## src/rtl/gpio_mask_pkg.sv

```systemverilog
package gpio_mask_pkg;

  localparam int PINS      = 8;
  localparam int ADDR_W    = 11;
  localparam int MASK_LSB  = 2;
  localparam int MASK_MSB  = MASK_LSB + PINS - 1;
  localparam int DIR_OFS   = 'h400;
  localparam int SYNC_DEPTH = 2;

  typedef logic [PINS-1:0]   pins_t;
  typedef logic [ADDR_W-1:0] addr_t;

  typedef enum logic [1:0] {
    RG_DATA = 2'd0,
    RG_DIR  = 2'd1,
    RG_NONE = 2'd2
  } region_e;

  // Which register an address falls into.
  function automatic region_e region_of(addr_t a);
    addr_t dir_a;
    dir_a = addr_t'(DIR_OFS);
    if (a[ADDR_W-1:MASK_MSB+1] == '0)
      return RG_DATA;
    else if (a[ADDR_W-1:MASK_LSB] == dir_a[ADDR_W-1:MASK_LSB])
      return RG_DIR;
    else
      return RG_NONE;
  endfunction

  // Per-pin mask carried in the address.
  function automatic pins_t mask_of(addr_t a);
    return a[MASK_MSB:MASK_LSB];
  endfunction

  // Replace the bits of old_v selected by m with new_v.
  function automatic pins_t merge_masked(pins_t old_v, pins_t new_v, pins_t m);
    return (old_v & ~m) | (new_v & m);
  endfunction

  // Per-pin observed level: driven value for outputs, pad for inputs.
  function automatic pins_t pin_view(pins_t dir, pins_t drv, pins_t pad);
    return (dir & drv) | (~dir & pad);
  endfunction

endpackage

```

## src/rtl/gpio_in_sync.sv

```systemverilog
module gpio_in_sync
  import gpio_mask_pkg::*;
#(
  parameter int WIDTH = PINS,
  parameter int DEPTH = SYNC_DEPTH
) (
  input  logic             clk,
  input  logic             rst_n,
  input  logic [WIDTH-1:0] async_in,
  output logic [WIDTH-1:0] sync_out
);

  logic [WIDTH-1:0] stage [DEPTH];

  for (genvar s = 0; s < DEPTH; s++) begin : g_stage
    if (s == 0) begin : g_first
      always_ff @(posedge clk or negedge rst_n) begin
        if (!rst_n) stage[0] <= '0;
        else        stage[0] <= async_in;
      end
    end else begin : g_next
      always_ff @(posedge clk or negedge rst_n) begin
        if (!rst_n) stage[s] <= '0;
        else        stage[s] <= stage[s-1];
      end
    end
  end

  assign sync_out = stage[DEPTH-1];

endmodule

```

## src/rtl/gpio_dir_reg.sv

```systemverilog
module gpio_dir_reg
  import gpio_mask_pkg::*;
(
  input  logic  clk,
  input  logic  rst_n,
  input  logic  load,
  input  pins_t wdata,
  output pins_t dir_q
);

  always_ff @(posedge clk or negedge rst_n) begin
    if (!rst_n)    dir_q <= '0;
    else if (load) dir_q <= wdata;
  end

endmodule

```

## src/rtl/gpio_out_reg.sv

```systemverilog
module gpio_out_reg
  import gpio_mask_pkg::*;
(
  input  logic  clk,
  input  logic  rst_n,
  input  logic  load,
  input  pins_t mask,
  input  pins_t wdata,
  output pins_t out_q
);

  pins_t out_d;

  always_comb out_d = load ? merge_masked(out_q, wdata, mask) : out_q;

  for (genvar p = 0; p < PINS; p++) begin : g_pin
    always_ff @(posedge clk or negedge rst_n) begin
      if (!rst_n) out_q[p] <= 1'b0;
      else        out_q[p] <= out_d[p];
    end
  end

endmodule

```

## src/rtl/gpio_rd_path.sv

```systemverilog
module gpio_rd_path
  import gpio_mask_pkg::*;
(
  input  logic  clk,
  input  logic  rst_n,
  input  logic  rd_en,
  input  region_e region,
  input  pins_t mask,
  input  pins_t dir_q,
  input  pins_t out_q,
  input  pins_t pad_sync,
  output pins_t rdata
);

  pins_t rd_next;

  always_comb begin
    unique case (region)
      RG_DATA: rd_next = pin_view(dir_q, out_q, pad_sync) & mask;
      RG_DIR:  rd_next = dir_q;
      default: rd_next = '0;
    endcase
  end

  always_ff @(posedge clk or negedge rst_n) begin
    if (!rst_n)     rdata <= '0;
    else if (rd_en) rdata <= rd_next;
  end

endmodule

```

## src/rtl/gpio_maskport.sv

```systemverilog
module gpio_maskport
  import gpio_mask_pkg::*;
(
  input  logic        clk,
  input  logic        rst_n,
  input  logic        wr_en,
  input  logic        rd_en,
  input  logic [10:0] addr,
  input  logic [7:0]  wdata,
  output logic [7:0]  rdata,
  input  logic [7:0]  pad_in,
  output logic [7:0]  pad_out,
  output logic [7:0]  pad_oe
);

  // Named decode events, visible to the checker.
  region_e acc_region;
  pins_t   acc_mask;
  logic    wr_data_hit;
  logic    wr_dir_hit;
  pins_t   dir_q;
  pins_t   out_q;
  pins_t   pad_sync;

  assign acc_region  = region_of(addr);
  assign acc_mask    = mask_of(addr);
  assign wr_data_hit = wr_en && (acc_region == RG_DATA);
  assign wr_dir_hit  = wr_en && (acc_region == RG_DIR);

  gpio_in_sync #(.WIDTH(PINS), .DEPTH(SYNC_DEPTH)) u_sync (
    .clk      (clk),
    .rst_n    (rst_n),
    .async_in (pad_in),
    .sync_out (pad_sync)
  );

  gpio_dir_reg u_dir (
    .clk   (clk),
    .rst_n (rst_n),
    .load  (wr_dir_hit),
    .wdata (wdata),
    .dir_q (dir_q)
  );

  gpio_out_reg u_out (
    .clk   (clk),
    .rst_n (rst_n),
    .load  (wr_data_hit),
    .mask  (acc_mask),
    .wdata (wdata),
    .out_q (out_q)
  );

  gpio_rd_path u_rd (
    .clk      (clk),
    .rst_n    (rst_n),
    .rd_en    (rd_en),
    .region   (acc_region),
    .mask     (acc_mask),
    .dir_q    (dir_q),
    .out_q    (out_q),
    .pad_sync (pad_sync),
    .rdata    (rdata)
  );

  assign pad_out = out_q;
  assign pad_oe  = dir_q;

endmodule

```

## config.mk

```make
export PLATFORM = sky130hd
export DESIGN_NAME = gpio_maskport
export DESIGN_NICKNAME = d
export VERILOG_FILES = /design/src/rtl/gpio_mask_pkg.sv /design/src/rtl/gpio_in_sync.sv /design/src/rtl/gpio_dir_reg.sv /design/src/rtl/gpio_out_reg.sv /design/src/rtl/gpio_rd_path.sv /design/src/rtl/gpio_maskport.sv
export SDC_FILE = /design/constraint.sdc
export NUM_CORES = 1
export LEC_CHECK = 0
export ABC_AREA = 1
export BUFFER_PORTS_ARGS = -buffer_cell sky130_fd_sc_hd__clkbuf_2
export CAP_MARGIN = 10
export CORE_MARGIN = 4
export CORE_UTILIZATION = 50
export DETAILED_ROUTE_END_ITERATION = 8
export GPL_TIMING_DRIVEN = 0
export HOLD_SLACK_MARGIN = 0.02
export PLACE_DENSITY = 0.78
export SLEW_MARGIN = 20
export SYNTH_ARGS = -nofsm -noshare
export SYNTH_HDL_FRONTEND = slang
export SYNTH_HIERARCHICAL = 1
export SYNTH_SLANG_ARGS = --single-unit
```

## constraint.sdc

```tcl
create_clock -name clk -period 2.5 [get_ports clk]
set_input_delay 0.625 -clock clk [delete_from_list [all_inputs] [get_ports clk]]
set_output_delay 0.625 -clock clk [all_outputs]
set_load 0.05 [all_outputs]
```

==> impl_results.md <==
- GR peak layer: met2
- M2 GR Usage: 31.7%
- Post-synth top area share: 53.9%
- Delay-heaviest family, CP: flip-flops
- Grt total ovfl: 0
- Final Max Tran Viols: 0
- Final cycle utilization of the critical path: 65.7%
- Synth top area cells: dfrtp_1 (54%), nand2_1 (18%), nor2_1 (7.7%)
- Worst-path cell chain: clkbuf_2
- All-layer global routing usage: 18.9%
- Clk root buf: clkbuf_8
- Total power: 1430 uW
- Final worst path period need: 1640 ps
- Drt first pass iters: 6
- Setup Crit Path Kind: flip-flop to output port
- Post-DP HPWL: 2710 um
- # diodes: 0
- Vias per cell: 4.62
- Startpoint Class: flip-flop
- # placed instances: 328
- Row cnt: 21
- Antenna violations before repair: 0
- Yosys warning count: 6
- Lkg Pwr: approximately 0.0013 uW
- Drt first-iter violations: 61
- Initial Util: 53.5%
- Die Ht: 68.9 um
- Die W: 68.9 um
- Number of max-cap violations: 0
- H-tree levels: 2
- WL/cell: 11.4 um
- Status: complete, no violations
- Total number of vias: 1547
- Number of global-route vias before repair: ~1500
- Post-CTS setup buffer count: 0
- Hold WC Path Type: flip-flop to flip-flop
- Hold-fix buffers at CTS: 0
- PwrDens: approximately 640 mW/mm^2
- Worst slew pin tran: 863 ps
- P&R area growth vs syn: 21.0%
- RSZ-0062 raised after global routing: false
- Crit path buf inv count: 1
- Clock-pin slew on the worst setup and hold paths: 70 ps
- Final ANT Viol Nets: 0
- Port Buffers: 51
- Setup-failing EPs final: 0
- Most common cell after layout, fill and taps aside: nand2_1
- Slew Limit Headroom: a little over two fifths
- Total Wirelength: 3820 um
- CTS tree: done
- Clk buf depth: 2
- CP Data Arrival Time: 1020 ps
- Worst EP required: about 1900 ps
- Crit. End Element: output port
- Syn Area/Cell: 8.03 um^2
- Post-synthesis sequential area ratio: between 50% and 60%
- Post-Syn Nets: around 260
- Clock Sinks: 40
- Ports: 55
- Commonest non-fill, non-tap cells in the layout: nand2_1 (88), clkbuf_2 (51), dfrtp_1 (40)
- Nets: 320
- Register Area: 0.00100 mm^2
- Critical-path top delay cell: dfrtp_1
- Final routed DRC violation total: 0
- Post-Syn Area: 0.00186 mm^2
- RePlAce Congestion: about 0.78
- Fillers: 340
- First-pass GRT wire length: 6370 um
- Core Area: 0.00347 mm^2
- Synthesized flop and latch total: 40
- Worst-Skew Late Latency: 290 ps
- Area leader, netlist: dfrtp_1
- Largest net degree at the start of global routing: 41
- CP peak stage delay: 420 ps
- Full die area: 0.00475 mm^2
- Critical path peak fanout: 5
- Layout cells sized above 1: 28.4%
- Library cells used by synthesis: 15
- Global-route met1 utilization: 21.8%
- Fmax: 609 MHz
- Fin cells: 335
- Routing usage on met3: under 10%
- Gate Count Post-Synth: between 200 and 250
- Maximum vdd ir drop: 0.337 mV
- Multi-input logic area: 619 um^2
- Clock skew: 7.25 ps
- Setup TNS: 0 ps
- Final Hold Fails: 0
- TritonCTS Buffers: 5
- PostCTS Resize Cnt: 0
## logic make-up (layout without fill, tap and decap cells)
| logic type | count (synthesis) | count (layout) | synth area share, % |
|---|---|---|---|
| buffers and inverters | 43 | 101 | 12.7 |
| DFF | 40 | 40 | 53.9 |
| and+or+nand+nor | 148 | 148 | 33.4 |
## Yosys cell counts (all sizes together)
library cell / n
buf: 12
clkbuf: 2
dfrtp: 40
inv: 29
nand2: 91
nand3: 16
nor2: 41
## routing by layer
layer / vias to the layer above / part of all wire, %
li1: 790 / -
met1: 711 / 45
met2: 41 / 46
met3: 5 / 7.1
met4: 0 / 1.3
met5: - / 0
## worst paths after layout
check	slack [ps]	endpoint	cells after the start	start
setup / recovery	860	pad_oe[4]	1	u_dir/dir_q[4]
hold / removal	350	u_sync/sync_out[7]	0	u_sync/stage[15]
setup reg to reg	1590	u_rd/rdata[6]	7	u_sync/sync_out[6]
hold reg to reg	350	u_sync/sync_out[7]	0	u_sync/stage[15]
max in group asynchronous	1510	u_sync/sync_out[3]	1	rst_n
min in group asynchronous	440	u_sync/sync_out[5]	1	rst_n
## report_power, final
| part | switching [uW] | internal, uW |
|---|---|---|
| clock | 210 | 190 |
| sequential | 29.4 | 695 |
| combinational | 225 | 84.6 |
| total | 464 | 969 |
## stage by stage
stage	area (um^2)	setup slack, ps	util, %	hold WS [ps]
floorplan	1860	917	-	329
global placement	2170	654	62.5	332
detailed placement	2170	623	62.5	336
CTS	2250	844	64.8	351
global route	2250	785	64.8	354
finish	2250	859	64.8	348
## cell type report
class / count / area share, %
tap: 46 / 2.56
clock buffer: 6 / 3.23
multi-input combinational: 148 / 27.6
buffer: 14 / 5.63
sequential: 40 / 44.6
inverter: 29 / 4.85
timing repair buffer: 51 / 11.4
clock inverter: 1 / 0.223
No activity file was read; power rests on OpenSTA's default activity.
